`src/rtl/hz_pkg.sv`:
```
// Shared types for the pipeline hazard controller.
package hz_pkg;
    typedef enum logic [1:0] {
        FWD_NONE  = 2'd0,
        FWD_EXMEM = 2'd1,
        FWD_MEMWB = 2'd2
    } fwd_sel_e;
endpackage

```
`src/rtl/hz_ex_fwd.sv`:
```
// Execute-stage forwarding select for one operand.
// Assumes loads in MEM have no data yet on the EX/MEM path; the load-use
// stall guarantees such a consumer never reaches EX alongside its load.
module hz_ex_fwd
    import hz_pkg::*;
#(
    parameter int AW = 5
) (
    input  logic [AW-1:0] src_i,
    input  logic [AW-1:0] mem_rd_i,
    input  logic          mem_wen_i,
    input  logic          mem_is_load_i,
    input  logic [AW-1:0] wb_rd_i,
    input  logic          wb_wen_i,
    output fwd_sel_e      sel_o
);
    logic src_live;
    logic hit_mem;
    logic hit_wb;

    // Match terms; register 0 is excluded.
    always_comb begin
        src_live = (src_i != '0);
        hit_mem  = src_live && mem_wen_i && !mem_is_load_i && (mem_rd_i == src_i);
        hit_wb   = src_live && wb_wen_i && (wb_rd_i == src_i);
    end

    // Priority pick: newest value wins.
    always_comb begin
        if (hit_mem)     sel_o = FWD_EXMEM;
        else if (hit_wb) sel_o = FWD_MEMWB;
        else             sel_o = FWD_NONE;
    end
endmodule

```
`src/rtl/hz_stall_unit.sv`:
```
// Stall decision: load-use, decode-branch operand, and shared memory port.
// Assumes a WB writer is visible to decode through a half-cycle register file.
module hz_stall_unit #(
    parameter int AW = 5
) (
    input  logic          unified_mem_i,
    input  logic [AW-1:0] id_rs1_i,
    input  logic [AW-1:0] id_rs2_i,
    input  logic          id_is_store_i,
    input  logic          id_is_branch_i,
    input  logic [AW-1:0] ex_rd_i,
    input  logic          ex_wen_i,
    input  logic          ex_is_load_i,
    input  logic [AW-1:0] mem_rd_i,
    input  logic          mem_is_load_i,
    input  logic          mem_is_store_i,
    output logic          stall_o
);
    logic ex_m1, ex_m2, mem_m1, mem_m2;
    logic load_use, br_wait, port_busy;

    // Operand match against EX and MEM destinations (nonzero only).
    always_comb begin
        ex_m1  = (ex_rd_i != '0) && (ex_rd_i == id_rs1_i);
        ex_m2  = (ex_rd_i != '0) && (ex_rd_i == id_rs2_i);
        mem_m1 = (mem_rd_i != '0) && (mem_rd_i == id_rs1_i);
        mem_m2 = (mem_rd_i != '0) && (mem_rd_i == id_rs2_i);
    end

    // Combine the three stall causes.
    always_comb begin
        load_use  = ex_is_load_i && (ex_m1 || (ex_m2 && !id_is_store_i));
        br_wait   = id_is_branch_i &&
                    ((ex_wen_i && (ex_m1 || ex_m2)) ||
                     (mem_is_load_i && (mem_m1 || mem_m2)));
        port_busy = unified_mem_i && (mem_is_load_i || mem_is_store_i);
        stall_o   = load_use || br_wait || port_busy;
    end
endmodule

```
`src/rtl/hz_branch_unit.sv`:
```
// Decode-stage branch support: operand forwarding from EX/MEM and the
// predict-not-taken squash/redirect. A stall defers the squash until the
// branch may leave decode.
module hz_branch_unit #(
    parameter int AW = 5
) (
    input  logic          id_is_branch_i,
    input  logic          id_br_taken_i,
    input  logic [AW-1:0] id_rs1_i,
    input  logic [AW-1:0] id_rs2_i,
    input  logic [AW-1:0] mem_rd_i,
    input  logic          mem_wen_i,
    input  logic          mem_is_load_i,
    input  logic          stall_i,
    output logic          fwd_a_o,
    output logic          fwd_b_o,
    output logic          squash_o,
    output logic          redirect_o
);
    logic alu_in_mem;

    // Forward a finished ALU result into the comparator.
    always_comb begin
        alu_in_mem = id_is_branch_i && mem_wen_i && !mem_is_load_i && (mem_rd_i != '0);
        fwd_a_o    = alu_in_mem && (mem_rd_i == id_rs1_i);
        fwd_b_o    = alu_in_mem && (mem_rd_i == id_rs2_i);
    end

    // Squash the wrong-path fetch only when the branch really leaves decode.
    always_comb begin
        squash_o   = id_is_branch_i && id_br_taken_i && !stall_i;
        redirect_o = squash_o;
    end
endmodule

```
`src/rtl/pipe_hazard_ctrl.sv`:
```
// Hazard and control unit of a five-stage in-order pipeline.
// Purely combinational; clk/rst_n serve only the embedded assertions.
// Assumes a load always has its write enable set.
module pipe_hazard_ctrl
    import hz_pkg::*;
#(
    parameter int AW = 5
) (
    input  logic          clk,
    input  logic          rst_n,
    input  logic          unified_mem_i,
    input  logic [AW-1:0] id_rs1_i,
    input  logic [AW-1:0] id_rs2_i,
    input  logic          id_is_store_i,
    input  logic          id_is_branch_i,
    input  logic          id_br_taken_i,
    input  logic [AW-1:0] ex_rs1_i,
    input  logic [AW-1:0] ex_rs2_i,
    input  logic [AW-1:0] ex_rd_i,
    input  logic          ex_wen_i,
    input  logic          ex_is_load_i,
    input  logic [AW-1:0] mem_rd_i,
    input  logic          mem_wen_i,
    input  logic          mem_is_load_i,
    input  logic          mem_is_store_i,
    input  logic [AW-1:0] mem_rs2_i,
    input  logic [AW-1:0] wb_rd_i,
    input  logic          wb_wen_i,
    output logic          pc_we_o,
    output logic          ifid_we_o,
    output logic          idex_bubble_o,
    output logic          ifid_squash_o,
    output logic          pc_redirect_o,
    output logic [1:0]    ex_fwd_a_o,
    output logic [1:0]    ex_fwd_b_o,
    output logic          id_fwd_a_o,
    output logic          id_fwd_b_o,
    output logic          st_fwd_o
);
    localparam int NOPS = 2;

    logic          stall;
    logic [AW-1:0] ex_src [NOPS];
    fwd_sel_e      ex_sel [NOPS];

    assign ex_src[0] = ex_rs1_i;
    assign ex_src[1] = ex_rs2_i;

    // One forwarding selector per execute operand.
    for (genvar g = 0; g < NOPS; g++) begin : g_exfwd
        hz_ex_fwd #(.AW(AW)) i_fwd (
            .src_i         (ex_src[g]),
            .mem_rd_i      (mem_rd_i),
            .mem_wen_i     (mem_wen_i),
            .mem_is_load_i (mem_is_load_i),
            .wb_rd_i       (wb_rd_i),
            .wb_wen_i      (wb_wen_i),
            .sel_o         (ex_sel[g])
        );
    end

    assign ex_fwd_a_o = ex_sel[0];
    assign ex_fwd_b_o = ex_sel[1];

    hz_stall_unit #(.AW(AW)) i_stall (
        .unified_mem_i  (unified_mem_i),
        .id_rs1_i       (id_rs1_i),
        .id_rs2_i       (id_rs2_i),
        .id_is_store_i  (id_is_store_i),
        .id_is_branch_i (id_is_branch_i),
        .ex_rd_i        (ex_rd_i),
        .ex_wen_i       (ex_wen_i),
        .ex_is_load_i   (ex_is_load_i),
        .mem_rd_i       (mem_rd_i),
        .mem_is_load_i  (mem_is_load_i),
        .mem_is_store_i (mem_is_store_i),
        .stall_o        (stall)
    );

    hz_branch_unit #(.AW(AW)) i_branch (
        .id_is_branch_i (id_is_branch_i),
        .id_br_taken_i  (id_br_taken_i),
        .id_rs1_i       (id_rs1_i),
        .id_rs2_i       (id_rs2_i),
        .mem_rd_i       (mem_rd_i),
        .mem_wen_i      (mem_wen_i),
        .mem_is_load_i  (mem_is_load_i),
        .stall_i        (stall),
        .fwd_a_o        (id_fwd_a_o),
        .fwd_b_o        (id_fwd_b_o),
        .squash_o       (ifid_squash_o),
        .redirect_o     (pc_redirect_o)
    );

    // Latch enables and bubble insert follow the stall decision.
    always_comb begin
        pc_we_o       = !stall;
        ifid_we_o     = !stall;
        idex_bubble_o = stall;
    end

    // Store data forwarded from a writeback producer into the memory stage.
    always_comb begin
        st_fwd_o = mem_is_store_i && wb_wen_i && (wb_rd_i != '0) && (wb_rd_i == mem_rs2_i);
    end

    // Load-use on operand 1 must freeze fetch and bubble execute.
    p_load_use_r2: assert property (@(posedge clk) disable iff (!rst_n)
        (ex_is_load_i && ex_rd_i != '0 && ex_rd_i == id_rs1_i) |-> (!pc_we_o && idex_bubble_o));

    // EX/MEM beats MEM/WB when both match.
    p_fwd_prio_r4: assert property (@(posedge clk) disable iff (!rst_n)
        (mem_wen_i && !mem_is_load_i && mem_rd_i != '0 && mem_rd_i == ex_rs1_i
         && wb_wen_i && wb_rd_i == ex_rs1_i) |-> (ex_fwd_a_o == 2'd1));

    // Register 0 is never a forwarding source.
    p_zero_reg_r5: assert property (@(posedge clk) disable iff (!rst_n)
        (ex_rs2_i == '0) |-> (ex_fwd_b_o == 2'd0));

    // A load in memory matching a branch operand blocks decode.
    p_br_load_r7: assert property (@(posedge clk) disable iff (!rst_n)
        (id_is_branch_i && mem_is_load_i && mem_rd_i != '0 && mem_rd_i == id_rs1_i)
        |-> (idex_bubble_o && !id_fwd_a_o));

    // Squash only happens when fetch is allowed to move.
    p_squash_stall_r10: assert property (@(posedge clk) disable iff (!rst_n)
        ifid_squash_o |-> (pc_we_o && ifid_we_o && pc_redirect_o));

    // Shared memory port busy freezes fetch.
    p_unified_r11: assert property (@(posedge clk) disable iff (!rst_n)
        (unified_mem_i && (mem_is_load_i || mem_is_store_i)) |-> (!ifid_we_o && !ifid_squash_o));

    // Store-data forward only with a live store in memory.
    p_st_fwd_r12: assert property (@(posedge clk) disable iff (!rst_n)
        st_fwd_o |-> (mem_is_store_i && wb_rd_i != '0));
endmodule

```
`config.mk`:
```
export PLATFORM = sky130hd
export DESIGN_NAME = pipe_hazard_ctrl
export DESIGN_NICKNAME = d
export VERILOG_FILES = /design/src/rtl/hz_pkg.sv /design/src/rtl/hz_ex_fwd.sv /design/src/rtl/hz_stall_unit.sv /design/src/rtl/hz_branch_unit.sv /design/src/rtl/pipe_hazard_ctrl.sv
export SDC_FILE = /design/constraint.sdc
export NUM_CORES = 1
export LEC_CHECK = 0
export BUFFER_PORTS_ARGS = -buffer_cell sky130_fd_sc_hd__buf_2
export CAP_MARGIN = 20
export CORE_MARGIN = 5
export CORE_UTILIZATION = 40
export DETAILED_ROUTE_END_ITERATION = 16
export PLACE_DENSITY = 0.87
export SLEW_MARGIN = 15
export SYNTH_ARGS = -nofsm -noshare
export SYNTH_HDL_FRONTEND = slang
export SYNTH_SLANG_ARGS = --single-unit
```
`constraint.sdc`:
```
create_clock -name vclk -period 1.8
set_input_delay 0 -clock vclk [all_inputs]
set_output_delay 0 -clock vclk [all_outputs]
set_load 0.02 [all_outputs]
```
==> results.txt <==
- Area occupied by registers: 0 um2
* Overall die area: 2800 um2
- From synthesis to final layout, the design area changed by 39.8%.
- The finished cells cover 1030 um2.
* CORE AREA: 1750 um2
* Crit-path leading delay family: simple AND/OR/NAND/NOR gates
- The repair_antennas step left the layout with diodes totalling 0.
- Via count: 935
- The critical path starts at mem_rd_i[1].
- In this run switching power makes up 51.7% of total power.
* Resized cells post-CTS: 0
- In this run, flip-flops and latches consume 0% of the power.
* TritonRoute pass-1 iters: 2
- In this run the post-CTS setup repair buffer count came out at 0.
* Count of input and output buffers: 62
- After detailed placement, the design holds a cell count of 186.
- Global placer's final weighted congestion: 0.796
* Number of nets in the final layout: 215
* Maximum ir drop on the vdd rail: 0.125 mV
* Post-synthesis cell type count: 26
* Number of non-filler instances in the completed layout: 186
* Status: completed
* Row Count: 15
- For this block, the initial DRC count from the detailed router was 1.
* Initial core utilization: 42.2%
- Actual transition at the worst max-transition pin: 0.339 ns
* Total negative slack: 0 ns
* Post-Route WL: 2280 um
- Delay of the slowest cell on the worst path: 0.52 ns
- Post-synthesis area per instance: 6.94 um2
* Final worst slack: 0.182 ns
* Critical-path top delay cell: sky130_fd_sc_hd__or4_1
- In the final routed layout, each cell accounts on average for 12.3 um.
- Design Power: 0.241 mW
- The smallest clock period supported by the final layout is computed as 1.62 ns.
* Remaining antenna violation count after routing: 0
* Number of clock buffer instances in the layout: 0
* Count of endpoints failing hold in the final timing report: 0
- DIE HEIGHT: 52.9 um
- Area share of the largest cell type after synthesis: 29.8%
* Worst min-delay path category: in2out
* Setup Crit Path Kind: in2out
* Worst EP arrival: 1.62 ns
- After technology mapping, the gate count stands at 106.
- Top area cells in the synthesized netlist: sky130_fd_sc_hd__xnor2_1, sky130_fd_sc_hd__xor2_1, sky130_fd_sc_hd__nor3_1
- Combinational share of power: 100.0%
- The worst hold path begins at wb_wen_i.
- After legalization and detailed placement, the total HPWL measured 2130 um.
* Fraction of the yosys area taken by sequential cells: 0%
* Die X: 52.9 um
- Static timing analysis puts the maximum clock frequency at 618 MHz.
* Sequential cell count: 0
- Using the TritonRoute via totals, the vias-per-cell ratio works out to 5.03.
- Summed over all instances, the cell type with the most area after synthesis is sky130_fd_sc_hd__xnor2_1.
- STA puts the critical path data required time at 1.80 ns.
- Walking the worst path, the cells encountered are buf_2, or4_1, o21a_1, nand2_2, a21oi_2, or4_1, buf_2.
- Together, buffers and inverters on the worst path number 2.
- Cell internal power was estimated by the tool at 0.117 mW.
- Wire length of the first global-routing pass: 3560 um
- Across the run, the number of max-cap violations was 0.
- In the finished design, the share of the clock period the worst path needs comes to 89.9%.
- Highest net fanout along the worst path: 5
* Crit path capture type: primary output
- The final number of max-transition violations is 0.
- Setup violations remaining at the end of the flow were counted as 0.
- Entering global routing, the biggest net connects 6 pins.
- Layout cells sized above 1: 41.0%
- For this run, design rule violations remaining after detail routing come to 0.
- In the global route stage, overall resource usage came out at 15.9%.
- Power density relative to cell area: 235 nW/um2
- During synthesis, Yosys emitted a total of 0 warnings.
* Gr ovfl total: 0
* Post-placement worst setup slack: 0.174 ns
- Initial antenna violation count: 0
- The placed instances occupy a cell area of 1030 um2.
* Static leakage: 0.471 nW
* Final Core Density: 58.9%
* WHS: 0.364 ns
- Setup repair after global routing left no endpoint under its margin.
- Number of global-route vias before repair: 914
- Switching power of the nets: 0.125 mW
- Post-Syn Nets: 158
* Worst setup SP type: primary input
- In this run the tightest slew margin relative to its limit is 77.2%.
- Hold-fix buffer count after cts: 0
* Summed instance area of the synthesized netlist: 736 um2
- During I/O placement, the number of pins put on the boundary was 64.
* Part of the power in the clock network: 0%
[synth_stat cells (all sizes together)]
cell and instances:
nand4 3, o221ai 1, nand3 7, or4 3
nor3 8, and3 1, buf 5, o31ai 2
clkbuf 2, inv 3, o21a 1, nor2b 1
nor2 9, o2111ai 1, nor3b 1, o21ai 1
nor4 5, nand2 7, a221oi 1, xor2 17
a21oi 2, xnor2 25
[final timing paths]
kind             to  depth (start not counted)
max   idex_bubble_o                          7
min   ex_fwd_a_o[1]                          4
[placed cells by master, fill, tap and decap left out, types with 2 or more instances in the layout]
cell type and n:
sky130_fd_sc_hd__buf_2 62, sky130_fd_sc_hd__xnor2_1 25, sky130_fd_sc_hd__xor2_1 17, sky130_fd_sc_hd__nor2_1 9, sky130_fd_sc_hd__nor3_1 8, sky130_fd_sc_hd__nand2_1 6, sky130_fd_sc_hd__nor4_1 5, sky130_fd_sc_hd__nand3_1 5
sky130_fd_sc_hd__inv_1 3, sky130_fd_sc_hd__or4_1 3, sky130_fd_sc_hd__nand4_1 3, sky130_fd_sc_hd__nand3_2 2, sky130_fd_sc_hd__o31ai_1 2
[kinds of logic (layout without fill, tap and decap cells)]
group / Yosys count / count (layout) / synth area share [%]
AO/OA/AOI/OAI: 9 / 9 / 9.18
XOR/XNOR: 42 / 42 / 50.0
AND/OR/NAND/NOR: 45 / 45 / 32.7
buffers and inverters: 10 / 65 / 8.16
[area by class of cell]
type,count,area (um2)
inverters,3,11.3
well taps,25,31.3
multi-input cells,96,676
repair buffers,62,310
fillers,179,717
[power by group through the flow]
stage               registers, mW  clock network, mW  logic [mW]
floorplan                       0                  0       0.140
global placement                0                  0       0.235
detailed placement              0                  0       0.244
CTS                             0                  0       0.244
global route                    0                  0       0.266
finish                          0                  0       0.241
[per-layer routing]
metal	track usage, %	part of all wire (%)	up-vias
met2	31.8	45	51
met3	3.10	13	0
li1	-	-	478
met1	18.0	41	406
met4	0	0	0
met5	0	0	-
No activity file was read; power rests on OpenSTA's default activity.
